### config.mk
export PLATFORM = sky130hd
export DESIGN_NAME = vexp_issuer
export DESIGN_NICKNAME = d
export VERILOG_FILES = /design/src/rtl/vexp_pkg.sv /design/src/rtl/vexp_lentab.sv /design/src/rtl/vexp_ctrl.sv /design/src/rtl/vexp_dp.sv /design/src/rtl/vexp_issuer.sv
export SDC_FILE = /design/constraint.sdc
export NUM_CORES = 1
export LEC_CHECK = 0
export BUFFER_PORTS_ARGS = -buffer_cell sky130_fd_sc_hd__buf_2
export CAP_MARGIN = 0
export CORE_MARGIN = 1.5
export CORE_UTILIZATION = 50
export DETAILED_ROUTE_END_ITERATION = 8
export GPL_TIMING_DRIVEN = 1
export PLACE_DENSITY = 0.66
export SYNTH_ARGS = -nofsm -noshare
export SYNTH_HDL_FRONTEND = slang
export SYNTH_SLANG_ARGS = --single-unit
### constraint.sdc
create_clock -name clk -period 5.8 [get_ports clk]
set_input_delay 0.29 -clock clk [delete_from_list [all_inputs] [get_ports clk]]
set_output_delay 0.29 -clock clk [all_outputs]
set_load 0.01 [all_outputs]
### src/rtl/vexp_pkg.sv
package vexp_pkg;
  // Strobes from the control FSM into the datapath.
  typedef struct packed {
    logic load;  // capture a new decoded operation
    logic step;  // current element resolved (pushed or skipped)
  } ctrlStrobe_t;
endpackage

### src/rtl/vexp_lentab.sv
module vexp_lentab #(
  parameter int NREG  = 32,
  parameter int LEN_W = 4,
  localparam int AW   = $clog2(NREG)
) (
  input  logic             clk,
  input  logic             rstN,
  input  logic             wrEn,
  input  logic [AW-1:0]    wrAddr,
  input  logic [LEN_W-1:0] wrLen,
  input  logic [AW-1:0]    rdAddrA,
  input  logic [AW-1:0]    rdAddrB,
  input  logic [AW-1:0]    rdAddrC,
  output logic [LEN_W-1:0] rdLenA,
  output logic [LEN_W-1:0] rdLenB,
  output logic [LEN_W-1:0] rdLenC
);
  logic [LEN_W-1:0] lenTab [NREG];

  for (genvar g = 0; g < NREG; g++) begin : gEntry
    always_ff @(posedge clk or negedge rstN) begin
      if (!rstN)                            lenTab[g] <= '0;
      else if (wrEn && wrAddr == AW'(g))    lenTab[g] <= wrLen;
    end
  end

  assign rdLenA = lenTab[rdAddrA];
  assign rdLenB = lenTab[rdAddrB];
  assign rdLenC = lenTab[rdAddrC];
endmodule

### src/rtl/vexp_ctrl.sv
module vexp_ctrl
  import vexp_pkg::*;
(
  input  logic        clk,
  input  logic        rstN,
  input  logic        inValid,
  input  logic        outReady,
  input  logic        elemLive,
  input  logic        lastElem,
  output logic        inReady,
  output logic        outValid,
  output ctrlStrobe_t strobe
);
  logic busyQ;

  assign inReady     = !busyQ;
  assign outValid    = busyQ && elemLive;
  assign strobe.load = inValid && !busyQ;
  assign strobe.step = busyQ && (!elemLive || outReady);

  always_ff @(posedge clk or negedge rstN) begin
    if (!rstN)                          busyQ <= 1'b0;
    else if (strobe.load)               busyQ <= 1'b1;
    else if (strobe.step && lastElem)   busyQ <= 1'b0;
  end

  // an accept always leaves the block busy in the next cycle
  assert_accept_busy_R10: assert property (@(posedge clk) disable iff (!rstN)
    inValid && inReady |=> !inReady);
endmodule

### src/rtl/vexp_dp.sv
module vexp_dp
  import vexp_pkg::*;
#(
  parameter int OP_W  = 8,
  parameter int AW    = 5,
  parameter int LEN_W = 4,
  localparam int PRED_W = (1 << LEN_W) - 1,
  localparam int NOPND  = 3
) (
  input  logic              clk,
  input  logic              rstN,
  input  ctrlStrobe_t       strobe,
  input  logic [OP_W-1:0]   inOp,
  input  logic [AW-1:0]     inRd,
  input  logic [AW-1:0]     inRs1,
  input  logic [AW-1:0]     inRs2,
  input  logic [PRED_W-1:0] inPred,
  input  logic [LEN_W-1:0]  lenRd,
  input  logic [LEN_W-1:0]  lenRs1,
  input  logic [LEN_W-1:0]  lenRs2,
  output logic [OP_W-1:0]   outOp,
  output logic [AW-1:0]     outRd,
  output logic [AW-1:0]     outRs1,
  output logic [AW-1:0]     outRs2,
  output logic              elemLive,
  output logic              lastElem
);
  localparam logic [LEN_W-1:0] ONE = LEN_W'(1);

  function automatic logic [LEN_W-1:0] effLen(input logic [LEN_W-1:0] l);
    return (l > ONE) ? l : '0;
  endfunction

  logic [AW-1:0]    regIn [NOPND];
  logic [LEN_W-1:0] lenIn [NOPND];
  logic [AW-1:0]    regQ  [NOPND];
  logic [AW-1:0]    regOut[NOPND];
  logic [NOPND-1:0] vecQ;
  logic [LEN_W-1:0] maxD, countD, countQ, elemQ;
  logic [OP_W-1:0]  opQ;
  logic [PRED_W-1:0] predQ;
  logic             anyVecQ;

  assign regIn[0] = inRd;  assign regIn[1] = inRs1;  assign regIn[2] = inRs2;
  assign lenIn[0] = lenRd; assign lenIn[1] = lenRs1; assign lenIn[2] = lenRs2;

  always_comb begin
    maxD = '0;
    for (int k = 0; k < NOPND; k++)
      if (effLen(lenIn[k]) > maxD) maxD = effLen(lenIn[k]);
    countD = (maxD == '0) ? ONE : maxD;
  end

  for (genvar g = 0; g < NOPND; g++) begin : gOpnd
    always_ff @(posedge clk or negedge rstN) begin
      if (!rstN) begin
        regQ[g] <= '0;
        vecQ[g] <= 1'b0;
      end else if (strobe.load) begin
        regQ[g] <= regIn[g];
        vecQ[g] <= lenIn[g] > ONE;
      end
    end
    assign regOut[g] = regQ[g] + (vecQ[g] ? AW'(elemQ) : '0);
  end

  always_ff @(posedge clk or negedge rstN) begin
    if (!rstN) begin
      opQ     <= '0;
      predQ   <= '0;
      countQ  <= ONE;
      anyVecQ <= 1'b0;
      elemQ   <= '0;
    end else if (strobe.load) begin
      opQ     <= inOp;
      predQ   <= inPred;
      countQ  <= countD;
      anyVecQ <= maxD != '0;
      elemQ   <= '0;
    end else if (strobe.step && !lastElem) begin
      elemQ   <= elemQ + ONE;
    end
  end

  assign outOp    = opQ;
  assign outRd    = regOut[0];
  assign outRs1   = regOut[1];
  assign outRs2   = regOut[2];
  assign elemLive = !anyVecQ || predQ[elemQ];
  assign lastElem = elemQ == countQ - ONE;

  // the element index never runs past the element count
  assert_elem_bound_R5: assert property (@(posedge clk) disable iff (!rstN)
    elemQ < countQ);
  // an operation without vector operands resolves as one live element
  assert_scalar_single_R3: assert property (@(posedge clk) disable iff (!rstN)
    strobe.load && (maxD == '0) |=> lastElem && elemLive);
endmodule

### src/rtl/vexp_issuer.sv
module vexp_issuer
  import vexp_pkg::*;
#(
  parameter int OP_W  = 8,
  parameter int NREG  = 32,
  parameter int LEN_W = 4,
  localparam int AW     = $clog2(NREG),
  localparam int PRED_W = (1 << LEN_W) - 1
) (
  input  logic              clk,
  input  logic              rstN,
  input  logic              cfgWe,
  input  logic [AW-1:0]     cfgReg,
  input  logic [LEN_W-1:0]  cfgLen,
  input  logic              inValid,
  output logic              inReady,
  input  logic [OP_W-1:0]   inOp,
  input  logic [AW-1:0]     inRd,
  input  logic [AW-1:0]     inRs1,
  input  logic [AW-1:0]     inRs2,
  input  logic [PRED_W-1:0] inPred,
  output logic              outValid,
  input  logic              outReady,
  output logic [OP_W-1:0]   outOp,
  output logic [AW-1:0]     outRd,
  output logic [AW-1:0]     outRs1,
  output logic [AW-1:0]     outRs2
);
  ctrlStrobe_t      strobe;
  logic [LEN_W-1:0] lenRd, lenRs1, lenRs2;
  logic             elemLive, lastElem;

  vexp_lentab #(.NREG(NREG), .LEN_W(LEN_W)) u_lentab (
    .clk(clk), .rstN(rstN),
    .wrEn(cfgWe), .wrAddr(cfgReg), .wrLen(cfgLen),
    .rdAddrA(inRd), .rdAddrB(inRs1), .rdAddrC(inRs2),
    .rdLenA(lenRd), .rdLenB(lenRs1), .rdLenC(lenRs2)
  );

  vexp_ctrl u_ctrl (
    .clk(clk), .rstN(rstN),
    .inValid(inValid), .outReady(outReady),
    .elemLive(elemLive), .lastElem(lastElem),
    .inReady(inReady), .outValid(outValid), .strobe(strobe)
  );

  vexp_dp #(.OP_W(OP_W), .AW(AW), .LEN_W(LEN_W)) u_dp (
    .clk(clk), .rstN(rstN), .strobe(strobe),
    .inOp(inOp), .inRd(inRd), .inRs1(inRs1), .inRs2(inRs2), .inPred(inPred),
    .lenRd(lenRd), .lenRs1(lenRs1), .lenRs2(lenRs2),
    .outOp(outOp), .outRd(outRd), .outRs1(outRs1), .outRs2(outRs2),
    .elemLive(elemLive), .lastElem(lastElem)
  );

  // a stalled push stays offered with unchanged fields
  assert_stall_hold_R9: assert property (@(posedge clk) disable iff (!rstN)
    outValid && !outReady |=> outValid && $stable({outOp, outRd, outRs1, outRs2}));
  // never pushing while idle
  assert_idle_quiet_R10: assert property (@(posedge clk) disable iff (!rstN)
    outValid |-> !inReady);
endmodule

-- After elaboration in Yosys (flattened, before gate mapping)
Index checks and enable logic that the tools add are counted.
- add/subtract/negate cells: 5
- order comparisons: 10
- equal/unequal tests: 32
- multiplexer cells: 25
- bitwise operators: 3
- reduce and logical (&&, ||, !) cells: 48
- operators with widths (cell ; number):
    $eq A5 B5 Y1 const B ; 16
    $mux W4 ; 18
    $bmux W4 S5 ; 3
    $eq A5 B4 Y1 const B ; 8
    $logic_and A1 B1 Y1 ; 37
    $eq A5 B3 Y1 const B ; 4
    $ge A6 B6 Y1 const B ; 3
    $not A5 Y6 ; 3
    $gt A4 B1 Y1 const B ; 4
    $add A5 B5 Y5 ; 3
    $eq A5 B2 Y1 const B ; 2
    $gt A4 B4 Y1 ; 2
    $eq A5 B1 Y1 const B ; 1
    $logic_not A5 Y1 ; 1
    $lt A4 B5 Y1 const B ; 1
    $add A4 B1 Y4 const B ; 1
    $bmux W1 S4 ; 1
    $eq A4 B4 Y1 ; 1
    $logic_not A1 Y1 ; 4
    $logic_not A4 Y1 ; 1
    $reduce_bool A2 Y1 ; 2
    $reduce_bool A4 Y1 ; 1
    $sub A4 B1 Y4 const B ; 1
    $mux W1 ; 3
    $logic_or A1 B1 Y1 ; 2
- flip-flop bits (word level): 179
- input port bits: 52
- output and inout bits: 25
- word-level logic and storage cells: 167

-- Longest topological paths before layout
Gate-level depths: netlist of run 1.
- depth after elaboration: 14
- gate-level depth with buffers: 27
- mapped depth without buffers: 24

-- Hierarchy
A second synthesis of run 1 with hierarchy kept.
- cell total of the unflattened synthesis: 748
- area, all modules: 11036.8 um2
- by module, submodules not included (module ; times used ; cells an instance ; area each (um2) ; seq. area each (um2)):
    vexp_lentab ; 1 ; 482 ; 7987.7 ; 3203.1
    vexp_dp ; 1 ; 258 ; 2980.4 ; 1252.5
    vexp_ctrl ; 1 ; 8 ; 68.8 ; 25.0

-- Worst setup path after synthesis of run 1
Ideal clock, no wire load.
- path kind: input to register
- start: input port inRs1[1]
- end: register u_dp.anyVecQ
- setup time: 137 ps
- arrival: 4693 ps
- data required time: 5663 ps
- slack: 970 ps
- stages: 24
- path buffers: 3
- path through: buf_6 -> buf_6 -> buf_2 -> mux2i_1 -> a22oi_1 -> nand2_1 -> o22ai_1 -> a211oi_1 -> inv_1 -> ha_1 -> nor2b_1 -> o21a_1 -> o21a_1 -> o21ai_1 -> mux2i_1 -> inv_1 -> ha_1 -> nor2b_1 -> o21a_1 -> o21a_1 -> o21ai_0 -> a21oi_2 -> a211o_1 -> a2bb2oi_1
- word-level cells in the longest chain between the ends: 11
- RTL lines (what ; line ; text):
    start, declared ; vexp_issuer.sv:19 ; input logic [AW-1:0] inRs1,
    $not A5 Y6 (not written as such) (*) ; vexp_lentab.sv:28 ; assign rdLenB = lenTab[rdAddrB];
    $bmux W4 S5 (*) ; vexp_lentab.sv:28 ;
    $mux W4 (not written as such) (*) (2 in a row) ; vexp_lentab.sv:28 ;
    $gt A4 B1 Y1 ; vexp_dp.sv:31 ; return (l > ONE) ? l : '0;
    $mux W4 (*) ; vexp_dp.sv:31 ;
    $gt A4 B4 Y1 ; vexp_dp.sv:50 ; if (effLen(lenIn[k]) > maxD) maxD = effLen(lenIn[k]);
    $mux W4 (*) ; vexp_dp.sv:50 ;
    $gt A4 B4 Y1 ; vexp_dp.sv:50 ;
    $mux W4 (*) ; vexp_dp.sv:50 ;
    $reduce_bool A4 Y1 (*) ; vexp_dp.sv:78 ; anyVecQ <= maxD != '0;
    end signal, assigned ; vexp_dp.sv:72 ; anyVecQ <= 1'b0;
    end signal, assigned ; vexp_dp.sv:78 ;
    end, declared ; vexp_dp.sv:42 ; logic anyVecQ;
Mark *: on every way between the ends. The rest lies on a longest branch, timed or not. The select of a mux whose other input is x is not followed.
A chain may end at the register's enable or synchronous reset.

-- Worst setup path after layout of run 1
- start: register u_lentab.lenTab[94] (netlist name)
- end: register u_dp.anyVecQ
- word-level cells in the longest chain between the ends: 12
- elaborated cells between the ends (all ways): 22
- classes of those cells: order compare (6); mux (15); reduce/logical (1)
- RTL lines (what ; line ; text):
    start, declared ; vexp_lentab.sv:18 ; logic [LEN_W-1:0] lenTab [NREG];
    start signal, assigned by index ; vexp_lentab.sv:23 ; else if (wrEn && wrAddr == AW'(g)) lenTab[g] <= wrLen;
    $bmux W4 S5 ; vexp_lentab.sv:27 ; assign rdLenA = lenTab[rdAddrA];
    $mux W4 (not written as such) (2 in a row) ; vexp_lentab.sv:27 ;
    $gt A4 B1 Y1 ; vexp_dp.sv:31 ;
    $mux W4 ; vexp_dp.sv:31 ;
    $gt A4 B1 Y1 ; vexp_dp.sv:50 ;
    $mux W4 ; vexp_dp.sv:50 ;
    $gt A4 B4 Y1 ; vexp_dp.sv:50 ;
    $mux W4 ; vexp_dp.sv:50 ;
    $gt A4 B4 Y1 ; vexp_dp.sv:50 ;
    $mux W4 (*) ; vexp_dp.sv:50 ;
    $reduce_bool A4 Y1 (*) ; vexp_dp.sv:78 ;
Marked as above.

==> results of run 1 <==
==> how the worst max path moves through the flow <==
stage	from	endpoint	slack (ns)	depth (start not counted)
global route	u_lentab.lenTab[70]	u_dp.anyVecQ	0.27	21
global placement	inRs1[1]	u_dp.anyVecQ	0.60	22
CTS	u_lentab.lenTab[110]	u_dp.anyVecQ	0.58	21
finish	u_lentab.lenTab[94]	u_dp.anyVecQ	0.51	21
floorplan	inRs1[1]	u_dp.anyVecQ	0.97	24
detailed placement	inRs1[1]	u_dp.anyVecQ	0.45	22
==> synthesized netlist by cell type, types with 3 or more instances <==
| cell type | number |
|---|---|
| a211oi_1 | 3 |
| a21o_1 | 7 |
| a21oi_1 | 13 |
| a221oi_1 | 3 |
| a22o_1 | 3 |
| a22oi_1 | 28 |
| and2_1 | 15 |
| buf_1 | 9 |
| buf_2 | 20 |
| clkbuf_1 | 32 |
| dfrtp_1 | 178 |
| fa_1 | 3 |
| ha_1 | 22 |
| inv_1 | 25 |
| mux2_2 | 136 |
| mux2i_1 | 91 |
| mux4_2 | 62 |
| nand2_1 | 167 |
| nand2b_1 | 11 |
| nand3_1 | 10 |
| nand4_1 | 9 |
| nor2_1 | 33 |
| nor2b_1 | 16 |
| nor3_1 | 9 |
| o21a_1 | 6 |
| o21ai_0 | 11 |
| o22ai_1 | 10 |
| or2_2 | 5 |
| xnor2_1 | 16 |
==> kinds of logic after synthesis <==
| logic type | synth area share |
|---|---|
| compound gates | 0.0647 |
| xor+xnor | 0.0140 |
| fa+ha+maj | 0.0299 |
| simple gates | 0.115 |
| flops | 0.399 |
| buf+inv | 0.0343 |
| mux | 0.343 |
==> sequential cells by signal, summed over array words and instances, names as in the netlist <==
| signal | cells |
|---|---|
| u_lentab.lenTab | 128 |
| u_dp.predQ | 15 |
| u_dp.regQ | 15 |
| u_dp.outOp | 8 |
| u_dp.countQ | 4 |
| u_dp.elemQ | 4 |
| u_dp.vecQ | 3 |
| u_ctrl.busyQ | 1 |
| u_dp.anyVecQ | 1 |
==> power breakdown <==
part	internal [mW]	switching, mW	leakage [nW]	total, mW
sequential	1.60	0.353	2.26	1.96
clock	0.575	0.554	0.267	1.13
combinational	0.901	0.861	3.26	1.76
==> layout by cell type (no fill, tap or decap), types with 2 or more instances in the layout <==
cell | synthesis | final
or3_1 | 2 | 2
and3_1 | 2 | 2
o21a_1 | 6 | 6
a22oi_1 | 28 | 28
and2_1 | 15 | 15
o22ai_1 | 10 | 10
nand2b_1 | 11 | 11
or2_2 | 5 | 5
inv_6 | 0 | 7
mux4_2 | 62 | 62
nor2b_1 | 16 | 15
buf_4 | 2 | 19
nand2_1 | 167 | 167
o21ai_0 | 11 | 11
o211ai_1 | 2 | 2
a221oi_1 | 3 | 3
nand4_1 | 9 | 9
dfrtp_1 | 178 | 178
a22o_1 | 3 | 3
nor3b_1 | 2 | 2
a21o_1 | 7 | 7
a211o_1 | 2 | 2
clkinvlp_4 | 0 | 2
fa_1 | 3 | 3
xor2_1 | 2 | 2
a21oi_1 | 13 | 13
clkbuf_16 | 0 | 17
nand3_1 | 10 | 10
mux2i_1 | 91 | 91
buf_2 | 20 | 75
nor4_2 | 1 | 2
nor2_1 | 33 | 33
a31oi_1 | 2 | 2
mux2_2 | 136 | 136
nor3_1 | 9 | 9
a2111oi_1 | 2 | 2
xnor2_1 | 16 | 16
a211oi_1 | 3 | 3
inv_1 | 25 | 25
ha_1 | 22 | 22
==> through the flow <==
stage | area [um2] | cells | utilization
finish | 12400 | 1336 | 0.566
global route | 12400 | 1336 | 0.566
CTS | 12400 | 1336 | 0.566
detailed placement | 11900 | 1304 | 0.540
global placement | 11900 | 1304 | 0.540
floorplan | 11200 | 993 | -
==> worst max-delay path, stage by stage, from the launching register on <==
cell and delay, ns:
dfrtp_1 0.41, mux4_2 0.45, nor2b_1 0.14, a2111oi_1 0.62
nor4_2 0.23, nor3_2 0.30, a21o_1 0.15, ha_1 0.13
nor2b_1 0.04, o21a_1 0.16, o21a_1 0.16, o21ai_1 0.19
mux2i_1 0.36, inv_1 0.08, ha_1 0.29, nor2b_1 0.13
o21a_1 0.16, o21a_1 0.17, o21ai_0 0.41, a21oi_2 0.12
a211o_1 0.30, a2bb2oi_1 0.13
==> what timing repair did <==
action,CTS,global route
resized for setup,0,0
hold buffers,1,0
hold endpoints to repair,36,0
==> area by class of cell <==
cell class / count / area, um2
clock buffer: 19 / 443
sequential: 179 / 4480
inverter: 25 / 93.8
fill: 1873 / 9540
multi-input combinational: 724 / 6380
tap: 280 / 350
timing repair buffer: 97 / 559
clock inverter: 12 / 113
==> metal layers <==
metal | vias up | global-route usage | routed length [um]
li1 | 3727 | - | -
met1 | 4210 | 0.390 | 13600
met2 | 313 | 0.438 | 14300
met3 | 57 | 0.0556 | 2310
met4 | 0 | 0.0952 | 861
met5 | - | 0 | 0
==> flow_summary.yaml, run 1 <==
outcome:
  status: "finished, violations left"
  violations: "DRC"
clock_network:
  clock_latency_ns: 0.45
  cts-root-buf: "clkbuf_16"
  cts_num_sinks: 179
  cts_buffer_depth: 2
  tritoncts: "done"
  cts_buffers: 17
  h-tree-depth: 4
  post_cts.repair.setup_buffers: 0
  path_clk_slew_ns: 0.08
routing:
  first_pass_iters: 8
  route.detailed.drc: 5
  avgRoutedWirePerCell_um: 23.2
  vias: 8307
  vias_per_cell: 6.22
  ant_nets: 0
  wl_um: 31100
  drt_iter0_drc: 772
synthesis:
  ys_seq_area_frac: 0.399
  synth_ff_type: "dfrtp_1"
  ys_types: 58
  yosysTopAreaCell: "dfrtp_1"
  synth_top_area_share: 0.397
  yosysWarnings: 0
  ys_ff_latch: 179
  synth-async-reset-ratio: 1.00
  ys_top_cells_by_area: "dfrtp_1 (40%), mux2_2 (14%), mux4_2 (12%)"
  synth-edff-count: 0
  synth_fp_nets: 1070
  synth_area_per_cell_um2: 11.3
  netlist_instances: 993
  netlist_area_mm2: 0.0112
sta:
  grt_setup_unrepaired: "no"
  hold_viol: 0
  hold_slack_ns: 0.0240
  max_freq_ghz: 0.189
  setup_viol: 0
  worst_pin_slew_ns: 1.27
  drv_slew: 0
  finalWorstSetupSlack_ns: 0.509
  tns_ns: 0
  timing.slew.headroom: 0.149
  clock_skew_ns: 0.0130
  fin_crit_ns: 5.29
  period_share: 0.912
critical_path:
  crit_type: "reg -> reg"
  rrSetupSlack_ns: 0.51
  timing.rr.end: "u_dp.anyVecQ"
  r2r-start: "u_lentab.lenTab[94]"
  worst-path-max-fanout: 4
  worstRegToRegCells: 21
  cp.arrival_ns: 5.59
  worstSetupStartpointType: "flop"
  critPathRequiredTime_ns: 6.10
  end_kind: "flop"
global_route:
  grt_pass1_wl_um: 49500
  grt_pass1_vias: 8486
  overflow: 0
  grt.total_usage: 0.279
  antenna_found_initial: 0
  grt_max_degree: 78
placement:
  place_congestion: 0.926
  port_buffers: 76
  pre_cts_slack_ns: 0.452
  hpwlAfterDp_um: 22300
job:
  cap_violations: 0
power_and_ir_drop:
  p_leak_nw: 5.79
  power_density_mw_per_mm2: 390
  peakVddDrop_uv: 216
  finalPower_mw: 4.85
worst_hold_path:
  hold_depth: 3
  whs_endpoint: "u_dp.predQ[11]"
  min-delay-start: "inPred[11]"
  min_path_type: "in -> reg"
layout:
  drive_gt1_frac: 0.320
  syn_to_final_growth_pct: 10.6
  antennaDiodeCount: 0
  layout.nets: 1121
floorplan:
  ios: 77
  die_h_um: 153
  start_util: 0.512
  die_area_mm2: 0.0234
  die_w_um: 153
  placeableCoreArea_mm2: 0.0220
  num_rows: 54
No activity file was read; power rests on OpenSTA's default activity.
==> inputs of run 2 (changes only) <==
Settings changed: CORE_UTILIZATION 50 to 62, PLACE_DENSITY 0.66 to 0.79.
==> run 2 against run 1 <==
The flow now finishes without violations. Global-route usage grew 5.4 points. Combinational power is essentially flat. Wire length shrank 4.3%.
==> flow_summary.yaml, run 2 (same netlist as run 1, synthesis figures left out) <==
layout:
  syn_to_final_growth_pct: 9.83
  fillers: 1308
  largest_register_ff_count: 128
  mostFrequentLayoutCells: "dfrtp_1 (178), nand2_1 (167), mux2_2 (136)"
  largest_registers: "u_lentab.lenTab: 128 flops, u_dp.predQ: 15 flops, u_dp.regQ: 15 flops"
  layout.nets: 1115
  mostFrequentLayoutCell: "dfrtp_1"
  drive_gt1_frac: 0.317
  regMostFlops: "u_lentab.lenTab"
  antennaDiodeCount: 0
critical_path:
  critPathTopFamily: "compound AO/OA/AOI/OAI gates"
  critical-path-max-stage-delay_ns: 0.59
  slowest_stage: "a2111oi_1"
  worst-path-max-fanout: 4
  crit_type: "reg -> reg"
  crit_top_cell: "o21a_1"
  critPathRequiredTime_ns: 6.11
  worstSetupStartpointType: "flop"
  cp.arrival_ns: 5.53
  end_kind: "flop"
  crit_chain: "mux4_2 -> nor2b_1 -> a2111oi_1 -> nor4_2 -> nor3_2 -> a21o_1 -> ha_1 -> nor2b_1 -> o21a_1 -> o21a_1 -> o21ai_1 -> mux2i_1 -> inv_1 -> ha_1 -> nor2b_1 -> o21a_1 -> o21a_1 -> o21ai_0 -> a21oi_2 -> a211o_1 -> a2bb2oi_1"
  critPathBufInv: 1
sta:
  clock_skew_ns: 0.0181
  fin_crit_ns: 5.23
  setup_viol: 0
  max_freq_ghz: 0.191
  worst_pin_slew_ns: 1.06
  hold_viol: 0
  hold_slack_ns: 0.0312
  drv_slew: 0
  tns_ns: 0
  timing.slew.headroom: 0.290
  grt_setup_unrepaired: "no"
  period_share: 0.901
power_and_ir_drop:
  power_density_mw_per_mm2: 394
  p_leak_nw: 5.76
  peakVddDrop_uv: 370
routing:
  wl_um: 29700
  drt_iter0_drc: 810
  vias_per_cell: 6.63
  route.detailed.drc: 0
  ant_nets: 0
  avgRoutedWirePerCell_um: 23.2
  first_pass_iters: 5
  vias: 8489
clock_network:
  tritoncts: "done"
  cts_resized: 0
  path_clk_slew_ns: 0.07
  cts_buffers: 17
  cts_buffer_depth: 2
  cts_num_sinks: 179
  clock_latency_ns: 0.44
  h-tree-depth: 4
  cts-root-buf: "clkbuf_16"
placement:
  place_congestion: 0.976
  hpwlAfterDp_um: 20900
  port_buffers: 76
global_route:
  grt_pass1_wl_um: 46500
  overflow: 0
  grt_max_degree: 86
  grt.total_usage: 0.334
  grt_pass1_vias: 8261
  antenna_found_initial: 1
floorplan:
  die_area_mm2: 0.0189
  die_h_um: 138
  die_w_um: 138
  placeableCoreArea_mm2: 0.0178
  start_util: 0.630
  num_rows: 49
  ios: 77
outcome:
  status: "finished clean"
job:
  cap_violations: 0
worst_hold_path:
  min_path_type: "in -> reg"
-- run 2: cell types whose count changed in the layout (fill, tap and decap cells not counted) --
cell        change
buf_4           -6
bufinv_16       +1
clkbuf_1        -1
clkinv_2        +1
clkinv_4        -1
clkinvlp_4      +4
inv_6           -5
inv_8           +2
nor4_1          +1
nor4_2          -1
-- run 2: path summary, 6_finish.rpt --
kind | from | slack, ns | end | depth (start not counted)
worst max-delay path | u_lentab.lenTab[126] | 0.57 | u_dp.anyVecQ | 21
worst min-delay path | inOp[1] | 0.03 | u_dp.outOp[1] | 3
worst max register to register | u_lentab.lenTab[126] | 0.57 | u_dp.anyVecQ | 21
worst min register to register | u_dp.outOp[2] | 0.47 | u_dp.outOp[2] | 2
max in group asynchronous | rstN | 4.25 | u_lentab.lenTab[95] | 3
min in group asynchronous | rstN | 0.25 | u_dp.regQ[6] | 2
-- run 2: per-layer routing --
metal / track usage / up-vias / wire length [um]
li1: - / 3708 / -
met1: 0.471 / 4250 / 12300
met2: 0.521 / 447 / 14000
met3: 0.0640 / 84 / 2520
met4: 0.116 / 0 / 899
met5: 0 / - / 0
-- run 2: power by group --
part           switching, mW  internal, mW
logic                  0.869         0.899
registers              0.346          1.60
clock network          0.529         0.616
total                   1.74          3.12
-- run 2: layout make-up --
| type | instances | area [um2] | share of cell area |
|---|---|---|---|
| multi-input cells | 724 | 6370 | 0.517 |
| flip-flops and latches | 179 | 4480 | 0.363 |
| repair buffers | 91 | 514 | 0.0417 |
| clock buffers | 18 | 439 | 0.0356 |
| well taps | 229 | 287 | 0.0232 |
| clock inverters | 14 | 148 | 0.0120 |
| inverters | 25 | 93.8 | 0.00761 |
-- run 2: metrics by stage --
| stage | power (mW) | cell area, um2 | instances | util | setup WS [ns] |
|---|---|---|---|---|---|
| 5_1_grt | 5.19 | 12300 | 1280 | 0.691 | 0.323 |
| 4_1_cts | 4.86 | 12300 | 1280 | 0.691 | 0.620 |
| 3_3_place_gp | 3.63 | 11700 | 1247 | 0.658 | 0.421 |
| 3_5_place_dp | 3.71 | 11700 | 1247 | 0.658 | 0.315 |
| 2_1_floorplan | 3.16 | 11200 | 993 | - | 0.970 |
| 6_report | 4.86 | 12300 | 1280 | 0.691 | 0.573 |
-- run 2: repair_timing --
item	in CTS	in global routing
setup buffers	0	0
endpoints found under the hold margin	15	0
hold buffers	1	0
-- run 2: worst register-to-register path, stage by stage, from the launching register on --
cell and delay (ns):
dfrtp_1 0.43, mux4_2 0.46, nor2b_1 0.14, a2111oi_1 0.59, nor4_2 0.17, nor3_2 0.28, a21o_1 0.15, ha_1 0.13
nor2b_1 0.04, o21a_1 0.16, o21a_1 0.16, o21ai_1 0.18, mux2i_1 0.35, inv_1 0.08, ha_1 0.29, nor2b_1 0.13
o21a_1 0.16, o21a_1 0.17, o21ai_0 0.44, a21oi_2 0.13, a211o_1 0.30, a2bb2oi_1 0.13
